**src/rtl/wsum_pkg.sv**
```systemverilog
package wsum_pkg;
  typedef enum logic [1:0] {
    ST_IDLE = 2'd0,
    ST_RUN  = 2'd1,
    ST_HOLD = 2'd2
  } wsum_state_e;
endpackage

```
**src/rtl/wsum_serial_node.sv**
```systemverilog
// Leaf cell: bipolar multiply by selection, then LSB-first parallel-to-serial.
module wsum_serial_node #(
  parameter int WW = 12,
  parameter int SW = 15
) (
  input  logic          clk,
  input  logic          rst_n,
  input  logic          load,
  input  logic          shift,
  input  logic [WW-1:0] weight,
  input  logic          x_bit,
  output logic          ser_bit
);
  localparam int EXT = SW - WW;

  logic [SW-1:0] wext;
  logic [SW-1:0] prod;
  logic [SW-1:0] sr_q;

  // sign-extend first so the negation is taken at full stream width
  assign wext = {{EXT{weight[WW-1]}}, weight};
  assign prod = x_bit ? wext : (~wext + SW'(1));

  always_ff @(posedge clk or negedge rst_n) begin
    if (!rst_n)     sr_q <= '0;
    else if (load)  sr_q <= prod;
    else if (shift) sr_q <= {sr_q[SW-1], sr_q[SW-1:1]};
  end

  assign ser_bit = sr_q[0];
endmodule

```
**src/rtl/wsum_bit_adder.sv**
```systemverilog
// Tree node: one full adder, a registered sum bit and a carry flip-flop.
module wsum_bit_adder (
  input  logic clk,
  input  logic rst_n,
  input  logic clr,
  input  logic en,
  input  logic a,
  input  logic b,
  output logic s
);
  logic carry_q;
  logic sum_q;

  always_ff @(posedge clk or negedge rst_n) begin
    if (!rst_n) begin
      sum_q   <= 1'b0;
      carry_q <= 1'b0;
    end else if (clr) begin
      sum_q   <= 1'b0;
      carry_q <= 1'b0;
    end else if (en) begin
      sum_q   <= a ^ b ^ carry_q;
      carry_q <= (a & b) | (a & carry_q) | (b & carry_q);
    end
  end

  assign s = sum_q;
endmodule

```
**src/rtl/wsum_sipo.sv**
```systemverilog
// Root collector: serial-in, parallel-out, filled LSB first.
module wsum_sipo #(
  parameter int SW = 15
) (
  input  logic          clk,
  input  logic          rst_n,
  input  logic          en,
  input  logic          din,
  output logic [SW-1:0] q
);
  always_ff @(posedge clk or negedge rst_n) begin
    if (!rst_n)  q <= '0;
    else if (en) q <= {din, q[SW-1:1]};
  end
endmodule

```
**src/rtl/wsum_ctrl.sv**
```systemverilog
// Sequencer: idle -> run for LAT edges -> hold until the result is taken.
module wsum_ctrl #(
  parameter int LAT    = 18,
  parameter int LEVELS = 3
) (
  input  logic clk,
  input  logic rst_n,
  input  logic in_valid,
  input  logic out_ready,
  output logic in_ready,
  output logic out_valid,
  output logic load,
  output logic busy,
  output logic capture
);
  import wsum_pkg::*;

  localparam int CW = $clog2(LAT + 1);

  wsum_state_e   state_q;
  logic [CW-1:0] cnt_q;

  always_ff @(posedge clk or negedge rst_n) begin
    if (!rst_n) begin
      state_q <= ST_IDLE;
      cnt_q   <= '0;
    end else begin
      unique case (state_q)
        ST_IDLE: if (in_valid) begin
          state_q <= ST_RUN;
          cnt_q   <= '0;
        end
        ST_RUN: begin
          cnt_q <= cnt_q + CW'(1);
          if (cnt_q == CW'(LAT - 1)) state_q <= ST_HOLD;
        end
        ST_HOLD: if (out_ready) state_q <= ST_IDLE;
        default: state_q <= ST_IDLE;
      endcase
    end
  end

  assign in_ready  = (state_q == ST_IDLE);
  assign out_valid = (state_q == ST_HOLD);
  assign load      = in_ready & in_valid;
  assign busy      = (state_q == ST_RUN);
  // the root emits bit 0 once every level has registered it
  assign capture   = busy && (cnt_q >= CW'(LEVELS));
endmodule

```
**src/rtl/wsum_tree.sv**
```systemverilog
module wsum_tree #(
  parameter int N  = 8,
  parameter int WW = 12
) (
  input  logic                          clk,
  input  logic                          rst_n,
  input  logic                          in_valid,
  output logic                          in_ready,
  input  logic [N*WW-1:0]               in_weights,
  input  logic [N-1:0]                  in_bits,
  output logic                          out_valid,
  input  logic                          out_ready,
  output logic [WW+$clog2(N)-1:0]       out_sum
);
  localparam int LEVELS = $clog2(N);
  localparam int SW     = WW + LEVELS;
  localparam int LAT    = SW + LEVELS;
  localparam int NODES  = 2 * N - 1;

  logic load, busy, capture;
  // heap order: leaves 0..N-1, then each level follows the one below it
  logic [NODES-1:0] node;

  wsum_ctrl #(.LAT(LAT), .LEVELS(LEVELS)) u_ctrl (
    .clk       (clk),
    .rst_n     (rst_n),
    .in_valid  (in_valid),
    .out_ready (out_ready),
    .in_ready  (in_ready),
    .out_valid (out_valid),
    .load      (load),
    .busy      (busy),
    .capture   (capture)
  );

  for (genvar g = 0; g < N; g++) begin : g_leaf
    wsum_serial_node #(.WW(WW), .SW(SW)) u_sn (
      .clk     (clk),
      .rst_n   (rst_n),
      .load    (load),
      .shift   (busy),
      .weight  (in_weights[g*WW +: WW]),
      .x_bit   (in_bits[g]),
      .ser_bit (node[g])
    );
  end

  for (genvar lv = 1; lv <= LEVELS; lv++) begin : g_lvl
    localparam int OFF  = 2 * N - ((2 * N) >> lv);
    localparam int COFF = 2 * N - ((2 * N) >> (lv - 1));
    for (genvar k = 0; k < (N >> lv); k++) begin : g_node
      wsum_bit_adder u_add (
        .clk   (clk),
        .rst_n (rst_n),
        .clr   (load),
        .en    (busy),
        .a     (node[COFF + 2*k]),
        .b     (node[COFF + 2*k + 1]),
        .s     (node[OFF + k])
      );
    end
  end

  wsum_sipo #(.SW(SW)) u_sipo (
    .clk   (clk),
    .rst_n (rst_n),
    .en    (capture),
    .din   (node[NODES-1]),
    .q     (out_sum)
  );
endmodule

```
**config.mk**
```make
export PLATFORM = sky130hd
export DESIGN_NAME = wsum_tree
export DESIGN_NICKNAME = d
export VERILOG_FILES = /design/src/rtl/wsum_pkg.sv /design/src/rtl/wsum_serial_node.sv /design/src/rtl/wsum_bit_adder.sv /design/src/rtl/wsum_sipo.sv /design/src/rtl/wsum_ctrl.sv /design/src/rtl/wsum_tree.sv
export SDC_FILE = /design/constraint.sdc
export NUM_CORES = 1
export LEC_CHECK = 0
export ABC_AREA = 1
export BUFFER_PORTS_ARGS = -buffer_cell sky130_fd_sc_hd__buf_2
export CAP_MARGIN = 0
export CORE_ASPECT_RATIO = 0.9
export CORE_MARGIN = 10
export CORE_UTILIZATION = 50
export CTS_CLUSTER_SIZE = 8
export DETAILED_ROUTE_END_ITERATION = 8
export GPL_ROUTABILITY_DRIVEN = 1
export PLACE_DENSITY = 0.69
export REMOVE_ABC_BUFFERS = 1
export SETUP_SLACK_MARGIN = 0.4
export SLEW_MARGIN = 20
export SYNTH_ARGS = -nofsm -noshare
export SYNTH_HDL_FRONTEND = slang
export SYNTH_HIERARCHICAL = 1
export SYNTH_SLANG_ARGS = --single-unit
```
**constraint.sdc**
```tcl
create_clock -name clk -period 2.6 [get_ports clk]
set_input_delay 0.52 -clock clk [delete_from_list [all_inputs] [get_ports clk]]
set_output_delay 0.52 -clock clk [all_outputs]
set_load 0.03 [all_outputs]
```
* After elaboration in Yosys (flattened, before gate mapping)
Cells that the tools add are included.
** Operators by class
- Order comparisons :: 1
- Muxes and demuxes :: 58
- Bitwise operators :: 58
- $add $sub $neg :: 9
- Eq/ne operators :: 6
- Reduce and logical (&&, ||, !) cells :: 6
** Operators by type and width (count)
- 15-bit 2-to-1 mux :: 16
- 15-bit by 1-bit adder with 15-bit output (second input constant) :: 8
- 15-bit NOT :: 8
- 14-bit 2-to-1 mux :: 8
- 1-bit 2-to-1 mux :: 28
- 1-bit bitwise AND :: 22
- 1-bit OR :: 14
- 1-bit XOR :: 14
- 5-bit case mux with 2 select lines :: 1
- 2-bit 2-to-1 mux :: 3
- 2-bit case mux with 3 select lines :: 1
- 5-bit by 1-bit adder with 5-bit output (second input constant) :: 1
- 5-bit == test (second input constant) :: 1
- 5-bit by 2-bit >= comparator with 1-bit output (second input constant) :: 1
- 5-bit 2-to-1 mux :: 1
- 2-bit != test (second input constant) :: 2
- 2-bit nonzero test :: 2
- 3-bit AND reduction :: 1
- 2-bit by 1-bit == test with 1-bit output (second input constant) :: 1
- 2-bit == test (second input constant) :: 1
- 2-bit logical NOT :: 1
- 2-bit by 1-bit != test with 1-bit output (second input constant) :: 1
- 2-bit AND reduction :: 1
- 1-bit logical AND :: 1
** Word-level totals
- Output and inout bits :: 17
- Input port bits :: 108
- Register bits :: 156

* Longest topological paths before layout
Gate-level depths: netlist (run 1).
- Depth after elaboration :: 5
- Mapped depth :: 11
- Depth with buffers taken out :: 11

* Hierarchy
Netlist (run 1), hierarchy kept.
** Modules (own cells, without submodules)
- wsum_serial_node :: area an instance 1109.8 µm², times used 8, cells an instance 169, sequential area each 375.4 µm²
- wsum_bit_adder :: area an instance 105.1 µm², times used 7, cells an instance 11, sequential area each 50.0 µm²
- wsum_sipo :: area an instance 620.6 µm², times used 1, cells an instance 64, sequential area each 375.4 µm²
- wsum_ctrl :: area an instance 432.9 µm², times used 1, cells an instance 57, sequential area each 175.2 µm²

* Worst setup path after synthesis (run 1)
Ideal clock, no wire load.
- Path type :: reg-to-reg
- Start point :: reg u_ctrl.state_q[1]
- End point :: reg g_leaf[0].u_sn.sr_q[3]
- Path slack :: -0.398 ns
- Stages on the path, launching flop included :: 8
- Setup time :: 0.127 ns
- Data arrival time :: 2.871 ns
- Period minus slack after synthesis :: 2.998 ns
- Cells stage by stage :: dfrtp_1 > nor2_1 > nand2_1 > inv_1 > inv_2 > buf_2 > nor2_1 > o21ai_0
** Between the ends
- Longest elaborated chain between the ends :: 3
- Elaborated cells on any way between the ends :: 5
- Those cells by class :: eq/ne: 1; mux: 1; bitwise: 1; reduce/logical: 2
** RTL lines
- start: declaration :: line wsum_ctrl.sv:20 : wsum_state_e state_q;
- start signal: assignment :: line wsum_ctrl.sv:25 : state_q <= ST_IDLE;
- start signal: assignment :: line wsum_ctrl.sv:30 : state_q <= ST_RUN;
- start signal: assignment :: line wsum_ctrl.sv:35 : if (cnt_q == CW'(LAT - 1)) state_q <= ST_HOLD;
- 2-bit logical NOT * :: line wsum_ctrl.sv:43 : assign in_ready = (state_q == ST_IDLE);
- via in_ready :: line wsum_tree.sv:8 : output logic in_ready,
- 1-bit bitwise AND * :: line wsum_ctrl.sv:45 : assign load = in_ready & in_valid;
- via load :: line wsum_tree.sv:20 : logic load, busy, capture;
- 15-bit 2-to-1 mux or 2-bit nonzero test (tied branches)
- end signal: assignment :: line wsum_serial_node.sv:26 : else if (load) sr_q <= prod;
- end signal: assignment :: line wsum_serial_node.sv:27 : else if (shift) sr_q <= {sr_q[SW-1], sr_q[SW-1:1]};
- end: declaration :: line wsum_serial_node.sv:18 : logic [SW-1:0] sr_q;
Mark *: on every way through the listed nets, which the timed path passes. The rest lies on a longest branch. The select of a mux whose other input is x is not followed.
A chain may end at the register's enable or synchronous reset.

* Worst setup path after layout (run 1)
- Start point :: reg u_ctrl.state_q[1]
- End point :: reg g_leaf[7].u_sn.sr_q[11]
** Between the ends
- Longest elaborated chain between the ends :: 3
- Elaborated cells on any way between the ends :: 5
- Those cells by class :: eq/ne: 1; mux: 1; bitwise: 1; reduce/logical: 2
** RTL lines (line)
- 2-bit logical NOT * :: wsum_ctrl.sv:43
- 1-bit bitwise AND * :: wsum_ctrl.sv:45
- via load :: wsum_tree.sv:20
- 15-bit 2-to-1 mux or 2-bit nonzero test (tied branches)
- end signal: assignment :: wsum_serial_node.sv:26
- end signal: assignment :: wsum_serial_node.sv:27
- end: declaration :: wsum_serial_node.sv:18
Marked as above.

==> results.py, run 1 <==
metrics = {
    "yosys": {
        "yosysTopAreaCellShare": 0.366,
        "ys_types": 30,
        "yosysSeqAreaShare": 0.366,
        "async_flop_share": 1.00,
        "syn_area_per_cell_sq_um": 6.88,
        "yosysMostFrequentCell": "nand2_1",
        "synth-seq-cells": 156,
        "ys.flop_type": "dfrtp_1",
        "yosys_warnings": 6,
        "syn-cell-area_sq_um": 10700,
        "yosys-top-cells-area": "dfrtp_1, nand2_1, inv_1, nand3_1, o21ai_0",
        "postSynthCellCount": 1550,
        "synth_common_cells": "nand2_1, inv_1, dfrtp_1",
        "synth_edf_count": 0,
        "yosysTopAreaCell": "dfrtp_1",
    },
    "setup_path": {
        "crit_type": "reg -> reg",
        "required_ns": 2.96,
        "reg2reg_depth": 9,
        "critPathCapture": "g_leaf[7].u_sn/sr_q[11]",
        "path_max_fanout": 36,
        "worstReg2RegEnd": "g_leaf[7].u_sn/sr_q[11]",
        "cp.arrival_ns": 2.32,
        "r2r_setup_slack_ns": 0.64,
        "start_kind": "flop",
        "r2r-start": "u_ctrl/state_q[1]",
        "crit_start": "u_ctrl/state_q[1]",
        "endpoint_kind": "flop",
    },
    "die": {
        "dieHeight_um": 159,
        "coreArea_sq_um": 20900,
        "dieArea_sq_um": 27600,
        "dieWidth_um": 174,
        "pin_count": 125,
        "initial_core_util": 0.511,
        "row_count": 50,
    },
    "timing": {
        "holdWs_ns": 0.0300,
        "hold_viol": 0,
        "skew_ns": 0.0112,
        "setup_viol": 0,
        "slew_headroom": 0.648,
        "maxSlewViolCount": 0,
        "layout_min_cycle_time_ns": 1.96,
        "grt_setup_unrepaired": "false",
        "fin_crit_sh": 0.753,
        "tightest_slew_ns": 0.528,
        "max_freq_ghz": 0.511,
    },
    "power": {
        "p_int_mw": 6.95,
        "power.leakage_nw": 6.51,
        "peakVddDrop_v": 0.000605,
        "p_clk_frac": 0.218,
        "p_switching_mw": 4.64,
        "pwr-share-comb": 0.405,
        "power.density_nw_per_um2": 954,
        "swShare": 0.400,
        "seqPwrFrac": 0.377,
    },
    "detailed_routing": {
        "ant_nets": 0,
        "wl_per_cell_um": 12.8,
        "vias": 9778,
        "drt-initial-drc-count": 838,
        "drc": 0,
        "first_pass_iters": 5,
        "via_per_inst": 4.97,
        "wl_mm": 25.1,
    },
    "clock_network": {
        "cts_tree": "built",
        "ctsHoldBuffers": 0,
        "clock_latency_ns": 0.43,
        "h-tree-depth": 4,
        "root_buffer": "clkbuf_16",
        "post-cts-setup-buffers": 0,
        "cts_buffer_depth": 2,
        "clk_pin_slew_ns": 0.06,
        "cts_buffers": 17,
        "clock_sinks": 156,
    },
    "layout": {
        "antenna_cells": 0,
        "nets": 1802,
        "syn_to_final_growth_pct": 13.8,
        "drive_gt1_frac": 0.168,
        "final_core_util": 0.581,
    },
    "grt": {
        "grtUsageMet2": 0.286,
        "grt_pass1_vias": 9181,
        "grt_pass1_wl_mm": 43.0,
        "use_met3": 0.0431,
        "grt_busiest_layer": "met2",
        "grtUsageTotal": 0.184,
        "grt_max_degree": 98,
        "antenna_found_initial": 0,
        "use_met1": 0.258,
        "overflow": 0,
    },
    "placement": {
        "portBuffers": 124,
        "place_congestion": 0.859,
        "hpwl_mm": 18.9,
    },
    "worst_hold_path": {
        "worst_hold_path_type": "in -> async",
    },
    "outcome": {
        "run_status": "completed",
    },
    "flow_run": {
        "maxCapViolCount": 0,
    },
}
==> registers in the layout, summed over array words and instances, names as in the netlist <==
signal	count
g_leaf.u_sn/sr_q	120
u_ctrl/state_q	2
u_ctrl/cnt_q	5
g_lvl.g_node.u_add/s	7
g_lvl.g_node.u_add/carry_q	7
u_sipo/q	15
==> worst min-delay path by stage <==
stage	to	slack, ns
2_1_floorplan	g_leaf[0].u_sn/sr_q[0]	0.22
3_5_place_dp	u_sipo/q[0]	0.46
5_1_grt	g_leaf[0].u_sn/sr_q[12]	0.06
4_1_cts	g_leaf[0].u_sn/sr_q[13]	0.05
6_report	g_leaf[0].u_sn/sr_q[13]	0.03
3_3_place_gp	u_sipo/q[0]	0.45
==> cell families (layout without fill, tap and decap cells) <==
group           after synthesis  in the layout  synth area share
fa+ha+maj                    25             25            0.0342
compound gates              230            230             0.127
xor+xnor                     32             32            0.0263
flops                       156            156             0.366
simple gates                852            852             0.345
buf+inv                     255            387             0.102
==> cells in the final DEF (no fill, tap or decap) <==
cell type,instances
a211oi_1,8
a21oi_1,48
a21oi_4,8
a31oi_1,8
buf_12,4
buf_2,123
buf_4,7
buf_6,1
bufinv_16,3
clkbuf_1,1
clkbuf_16,17
clkbuf_8,2
clkinv_2,5
clkinv_4,1
clkinvlp_4,4
dfrtp_1,156
fa_1,7
ha_1,18
inv_1,190
inv_2,27
inv_4,1
inv_6,1
nand2_1,567
nand2_2,27
nand3_1,105
nand3b_1,8
nand4_1,20
nor2_1,76
nor2_2,23
nor2_4,18
nor3_1,8
o21ai_0,89
o21ai_1,43
o21ai_2,9
o221ai_1,8
o22ai_1,8
o22ai_2,1
xor2_1,32
==> critical path, cell delays in order (launching register included) <==
cell	delay [ns]
dfrtp_1	0.43
nor2_1	0.09
nand2_1	0.16
clkinv_4	0.27
buf_12	0.28
nor2_4	0.24
inv_2	0.12
o21ai_0	0.17
inv_1	0.05
nand2_1	0.07
==> layer usage <==
layer / part of all wire / vias up
met4: 0.0068 / 0
li1: - / 5140
met1: 0.51 / 4434
met5: 0 / -
met3: 0.043 / 13
met2: 0.44 / 191
==> power by group through the flow <==
stage	Clock [mW]	Combinational, mW	Sequential [mW]
after floorplan	0	3.42	4.39
after global placement	0	4.59	4.38
after detailed placement	0	4.71	4.38
after CTS	2.58	4.72	4.37
after global routing	2.69	5.55	4.53
final	2.52	4.69	4.37
==> repair_timing <==
item,CTS,global route
hold endpoints to repair,0,0
gates resized for setup,0,2
setup endpoints to repair,0,12
==> cell type report <==
class                           count  area [sq um]
Timing Repair Buffer              135           759
Tap cell                          286           358
Fill cell                        1973          8760
Sequential cell                   156          3900
Multi-Input combinational cell   1139          5680
Clock buffer                       20           457
Inverter                          220           838
Clock inverter                     12           145
==> stage by stage <==
stage / cell area [sq um] / power, mW / instances / worst slack (ns) / setup TNS, ns
after global routing: 12100 / 12.8 / 1968 / 0.414 / 0
after global placement: 11500 / 8.97 / 1936 / 0.658 / 0
after floorplan: 10400 / 7.81 / 1515 / -1.73 / -209.62
after detailed placement: 11500 / 9.09 / 1936 / 0.575 / 0
final: 12100 / 11.6 / 1968 / 0.642 / 0
after CTS: 12100 / 11.7 / 1968 / 0.577 / 0
(Power assumes the default switching activity.)
==> inputs of run 2 (changes only) <==
--- a/config.mk
+++ b/config.mk
@@ -14,7 +14,7 @@
 export CTS_CLUSTER_SIZE = 8
 export DETAILED_ROUTE_END_ITERATION = 8
 export GPL_ROUTABILITY_DRIVEN = 1
-export PLACE_DENSITY = 0.69
+export PLACE_DENSITY = 0.66
 export REMOVE_ABC_BUFFERS = 1
 export SETUP_SLACK_MARGIN = 0.4
 export SLEW_MARGIN = 20
==> constraint.sdc (replaced) <==
create_clock -name clk -period 2 [get_ports clk]
set_input_delay 0.4 -clock clk [delete_from_list [all_inputs] [get_ports clk]]
set_output_delay 0.4 -clock clk [all_outputs]
set_load 0.03 [all_outputs]
==> results.py, run 2 (synthesized netlist as in run 1, its figures left out) <==
metrics = {
    "outcome": {
        "run_status": "completed",
    },
    "setup_path": {
        "cpMaxStageDelayCell": "dfrtp_2",
        "critPathTopFamily": "flip-flops",
        "crit_type": "reg -> out",
        "r2r_setup_slack_ns": 0.38,
        "reg2reg_depth": 9,
        "path_max_fanout": 3,
        "worstReg2RegEnd": "g_leaf[2].u_sn/sr_q[2]",
        "cp_cell_sequence": "buf_4 > inv_2 > nor2_4 > buf_6",
        "endpoint_kind": "primary output",
        "start_kind": "flop",
        "path_buf_inv": 3,
        "required_ns": 1.60,
        "r2r-start": "u_ctrl/state_q[0]",
        "critPathMaxStageDelay_ns": 0.41,
        "cp.arrival_ns": 1.27,
        "crit_start": "u_ctrl/state_q[1]",
    },
    "timing": {
        "timing.final.ws_setup_ns": 0.329,
        "layout_min_cycle_time_ns": 1.67,
        "grt_setup_unrepaired": "true",
        "tightest_slew_ns": 0.472,
        "max_freq_ghz": 0.599,
        "slew_headroom": 0.685,
        "fin_crit_sh": 0.835,
        "skew_ns": 0.00615,
        "maxSlewViolCount": 0,
        "tns_ns": 0,
        "setup_viol": 0,
        "hold_viol": 0,
    },
    "clock_network": {
        "h-tree-depth": 4,
        "clk_pin_slew_ns": 0.06,
        "root_buffer": "clkbuf_16",
        "cts_buffers": 17,
        "clock_latency_ns": 0.42,
        "clock_sinks": 156,
        "cts_buffer_depth": 2,
        "cts_tree": "built",
    },
    "detailed_routing": {
        "drc": 0,
        "drt-initial-drc-count": 738,
        "ant_nets": 0,
        "wl_per_cell_um": 13.9,
        "wl_mm": 28.4,
        "first_pass_iters": 7,
        "via_per_inst": 5.03,
        "vias": 10235,
    },
    "layout": {
        "antenna_cells": 0,
        "multi_input_area_sq_um": 5860,
        "syn_to_final_growth_pct": 25.3,
        "largest-register": "g_leaf.u_sn/sr_q",
        "final_common_cell": "nand2_1",
        "mostFrequentLayoutCells": "nand2_1, inv_1, dfrtp_1, buf_2, nand3_1",
        "reg_top3": "g_leaf.u_sn/sr_q (120), u_sipo/q (15)",
        "seq_area_sq_um": 3910,
        "drive_gt1_frac": 0.221,
        "nets": 1870,
        "nFillCells": 1875,
        "largest_reg_flops": 120,
    },
    "die": {
        "dieHeight_um": 159,
        "dieArea_sq_um": 27600,
        "pin_count": 125,
        "initial_core_util": 0.511,
        "coreArea_sq_um": 20900,
        "row_count": 50,
        "dieWidth_um": 174,
    },
    "power": {
        "p_int_mw": 10.8,
        "p_clk_frac": 0.227,
        "peakVddDrop_v": 0.000705,
        "p_switching_mw": 6.74,
        "swShare": 0.385,
        "power.leakage_nw": 7.08,
        "power.density_nw_per_um2": 1310,
        "seqPwrFrac": 0.327,
        "pwr-share-comb": 0.446,
    },
    "grt": {
        "grt_pass1_wl_mm": 45.9,
        "grtUsageTotal": 0.198,
        "grt_pass1_vias": 9462,
        "grt_max_degree": 87,
        "overflow": 0,
        "antenna_found_initial": 0,
    },
    "placement": {
        "post-place-ws_ns": 0.195,
        "hpwl_mm": 19.2,
        "portBuffers": 124,
        "place_congestion": 0.895,
    },
    "worst_hold_path": {
        "hold_path_startpoint": "in_weights[6]",
        "holdPathEnd": "g_leaf[0].u_sn/sr_q[6]",
        "worst_hold_path_type": "in -> reg",
        "hold_depth": 5,
    },
    "flow_run": {
        "maxCapViolCount": 0,
    },
}
## run 2: cell count changes in the layout (fill, tap and decap cells not counted), sizes merged, moves of 2 or more
cell | previous run | this run
clkbuf | 20 | 23
bufinv | 3 | 9
buf | 135 | 196
bufbuf | 0 | 2
clkinv | 6 | 2
## run 2: area by class of cell
cell class | count | area share
Clock buffer | 20 | 0.0327
Clock inverter | 12 | 0.0217
Inverter | 220 | 0.0694
Multi-Input combinational cell | 1139 | 0.439
Sequential cell | 156 | 0.292
Tap cell | 286 | 0.0268
Timing Repair Buffer | 202 | 0.118
Timing Repair inverter | 1 | 0.000468
## run 2: how the worst max path moves through the flow
stage | end | slack (ns) | cells after the start
after CTS | out_valid | 0.37 | 3
after floorplan | g_leaf[0].u_sn/sr_q[0] | -2.33 | 6
after global placement | u_sipo/q[0] | 0.27 | 8
after global routing | g_leaf[4].u_sn/sr_q[1] | 0.27 | 9
final | out_valid | 0.33 | 4
after detailed placement | g_leaf[5].u_sn/sr_q[13] | 0.20 | 8
## run 2: timing repair
action                                  4_1_cts  5_1_grt
gates cloned                                  6        3
hold buffers                                  1        0
setup buffers                                13       41
endpoints found under the hold margin        13        0
pin swaps                                     7       26
endpoints found under the setup margin      120      138
gates resized for setup                      41       90
## run 2: metrics by stage
stage               cells  hold WS [ns]  cell area (sq um)   util  power [mW]
detailed placement   1940         0.236              11600  0.554        11.9
global placement     1940         0.234              11600  0.554        11.7
global route         2036         0.343              13400  0.640        18.9
floorplan            1515         0.104              10400      -        10.2
finish               2036         0.322              13400  0.640        17.5
CTS                  1992         0.297              12700  0.609        16.6
## run 2: worst register-to-register path, cell delays in order (launching register included)
cell,delay [ns]
dfrtp_2,0.42
nor2_4,0.14
nand2_2,0.10
clkinv_4,0.09
buf_8,0.13
buf_12,0.18
buf_12,0.15
nand2_4,0.06
o221ai_4,0.15
nand2_1,0.08
## run 2: metal layers
| layer | vias up | track usage | wire, um |
|---|---|---|---|
| met5 | - | 0 | 0 |
| met4 | 0 | 0.0325 | 228 |
| met3 | 19 | 0.0369 | 1090 |
| met2 | 205 | 0.310 | 13000 |
| met1 | 4712 | 0.283 | 14100 |
| li1 | 5299 | - | - |
## run 2: power groups by stage
| stage | Clock (mW) | Combinational (mW) | Sequential (mW) |
|---|---|---|---|
| 2_1_floorplan | 0 | 4.45 | 5.71 |
| 4_1_cts | 4.06 | 6.87 | 5.68 |
| 3_3_place_gp | 0 | 6.06 | 5.69 |
| 3_5_place_dp | 0 | 6.23 | 5.69 |
| 6_report | 3.98 | 7.82 | 5.73 |
| 5_1_grt | 4.22 | 8.81 | 5.92 |
==> inputs of run 3 (changes only) <==
--- a/config.mk
+++ b/config.mk
@@ -14,7 +14,7 @@
 export CTS_CLUSTER_SIZE = 8
 export DETAILED_ROUTE_END_ITERATION = 8
 export GPL_ROUTABILITY_DRIVEN = 1
-export PLACE_DENSITY = 0.66
+export PLACE_DENSITY = 0.69
 export REMOVE_ABC_BUFFERS = 1
 export SETUP_SLACK_MARGIN = 0.4
 export SLEW_MARGIN = 20
==> constraint.sdc (replaced) <==
create_clock -name clk -period 1.5 [get_ports clk]
set_input_delay 0.3 -clock clk [delete_from_list [all_inputs] [get_ports clk]]
set_output_delay 0.3 -clock clk [all_outputs]
set_load 0.03 [all_outputs]
==> results.py, run 3 (synthesized netlist as in run 1, its figures left out) <==
metrics = {
    "detailed_routing": {
        "wl_mm": 30.1,
        "via_per_inst": 5.15,
        "wl_per_cell_um": 14.5,
        "ant_nets": 0,
        "first_pass_iters": 8,
        "drt-initial-drc-count": 912,
        "vias": 10700,
        "drc": 0,
    },
    "die": {
        "coreArea_sq_um": 20900,
        "row_count": 50,
        "dieArea_sq_um": 27600,
        "dieHeight_um": 159,
        "initial_core_util": 0.511,
        "dieWidth_um": 174,
        "pin_count": 125,
    },
    "layout": {
        "reg_top3": "g_leaf.u_sn/sr_q (120), u_sipo/q (15)",
        "drive_gt1_frac": 0.292,
        "final_cells": 2076,
        "final_common_cell": "nand2_1",
        "largest_reg_flops": 120,
        "mostFrequentLayoutCells": "nand2_1, inv_1, dfrtp_1, buf_2, nand3_1",
        "nets": 1909,
        "syn_to_final_growth_pct": 33.8,
        "largest-register": "g_leaf.u_sn/sr_q",
    },
    "grt": {
        "overflow": 0,
        "grtUsageTotal": 0.195,
        "grt_pass1_vias": 9644,
        "grt_max_degree": 39,
        "grt_pass1_wl_mm": 45.3,
        "antenna_found_initial": 0,
    },
    "setup_path": {
        "path_buf_inv": 5,
        "path_max_fanout": 8,
        "critPathMaxStageDelay_ns": 0.40,
        "critPathTopFamily": "buffers and inverters",
        "cp.arrival_ns": 1.93,
        "cp_cell_sequence": "buf_6 > inv_4 > nor2_4 > buf_12 > buf_16 > nor2_4 > clkinv_4 > o22ai_2 > a31oi_1",
        "endpoint_kind": "flop",
        "required_ns": 1.78,
        "crit_type": "reg -> reg",
        "cpMaxStageDelayCell": "dfrtp_1",
        "start_kind": "flop",
        "cpMostUsedCell": "nor2_4",
    },
    "timing": {
        "slew_headroom": 0.743,
        "layout_min_cycle_time_ns": 1.65,
        "fin_crit_sh": 1.10,
        "maxSlewViolCount": 0,
        "timing.final.ws_setup_ns": -0.149,
        "setup_viol": 50,
        "hold_viol": 0,
        "max_freq_ghz": 0.606,
        "tightest_slew_ns": 0.383,
        "tns_ns": -1.86,
        "skew_ns": 0.00948,
        "grt_setup_unrepaired": "true",
    },
    "placement": {
        "placed_cells": 1982,
        "post-place-ws_ns": -0.0599,
        "place_congestion": 0.856,
        "portBuffers": 124,
        "hpwl_mm": 19.8,
    },
    "flow_run": {
        "maxCapViolCount": 0,
    },
    "clock_network": {
        "cts_tree": "built",
        "root_buffer": "clkbuf_16",
        "h-tree-depth": 4,
        "cts_buffers": 17,
        "clock_sinks": 156,
        "clock_latency_ns": 0.42,
        "cts_buffer_depth": 2,
        "clk_pin_slew_ns": 0.06,
    },
    "power": {
        "power.leakage_nw": 7.45,
        "peakVddDrop_v": 0.000945,
        "power.density_nw_per_um2": 1770,
        "power_mw": 25.2,
    },
    "outcome": {
        "run_status": "finished with violations",
        "violations": "negative setup slack",
    },
    "worst_hold_path": {
        "worst_hold_path_type": "in -> reg",
    },
}
[run 3: changes by cell type in the layout (fill, tap and decap cells not counted), moves of 7 or more]
cell	change
nand2_1	-61
o21ai_1	+15
buf_8	+7
buf_6	+39
o21ai_2	+19
a21oi_1	-12
a21oi_2	+12
o21ai_0	-34
buf_2	-14
nand2_2	+58
[run 3: worst reg2reg max path: stages, from the launching register on]
cell and delay (ns):
dfrtp_1 0.40, buf_6 0.14, inv_4 0.05, nor2_4 0.05
buf_12 0.14, buf_16 0.16, nor2_4 0.19, clkinv_4 0.14
o22ai_2 0.15, a31oi_1 0.09
[run 3: worst paths after layout]
kind | startpoint | to | slack [ns] | cells past startpoint
min reg2reg | g_leaf[3].u_sn/sr_q[10] | g_leaf[3].u_sn/sr_q[10] | 0.47 | 2
max reg2reg | u_ctrl/state_q[0] | g_leaf[1].u_sn/sr_q[0] | -0.15 | 9
max in group asynchronous | rst_n | g_leaf[7].u_sn/sr_q[10] | 0.63 | 3
max | u_ctrl/state_q[0] | g_leaf[1].u_sn/sr_q[0] | -0.15 | 9
min in group asynchronous | rst_n | g_leaf[0].u_sn/sr_q[13] | 0.34 | 2
min | out_ready | u_ctrl/state_q[1] | 0.20 | 4
[run 3: final cells by class]
class,instances,area [sq um]
multi-input combinational,1139,6200
inverter,220,961
tap,286,358
clock inverter,6,155
timing repair inverter,1,11.3
sequential,156,3910
antenna,1,2.50
fill,1694,6630
clock buffer,26,499
timing repair buffer,241,2180
[run 3: metrics by stage]
stage,hold WS [ns],util,instance area (sq um)
after floorplan,0.00441,-,10400
after global placement,0.220,0.571,11900
after detailed placement,0.219,0.571,11900
after CTS,0.172,0.635,13300
after global routing,0.197,0.683,14300
final,0.195,0.683,14300
[run 3: report_power, final]
group / internal, mW / leakage, nW / switching [mW]
sequential: 6.37 / 1.89 / 1.41
clock: 3.13 / 0.319 / 1.64
combinational: 5.74 / 5.25 / 6.91
[run 3: what timing repair did]
item	CTS	global route
resized for setup	135	222
cloned	5	9
setup endpoints to repair	173	173
hold buffers	1	0
setup buffers	14	32
endpoints found under the hold margin	26	0
pin swaps	13	52
[run 3: per-layer routing]
metal / GRT usage / up-vias / part of all wire
li1: - / 5393 / -
met5: 0 / - / 0
met2: 0.311 / 234 / 0.48
met3: 0.0431 / 24 / 0.043
met4: 0.0374 / 0 / 0.0095
met1: 0.267 / 5049 / 0.47
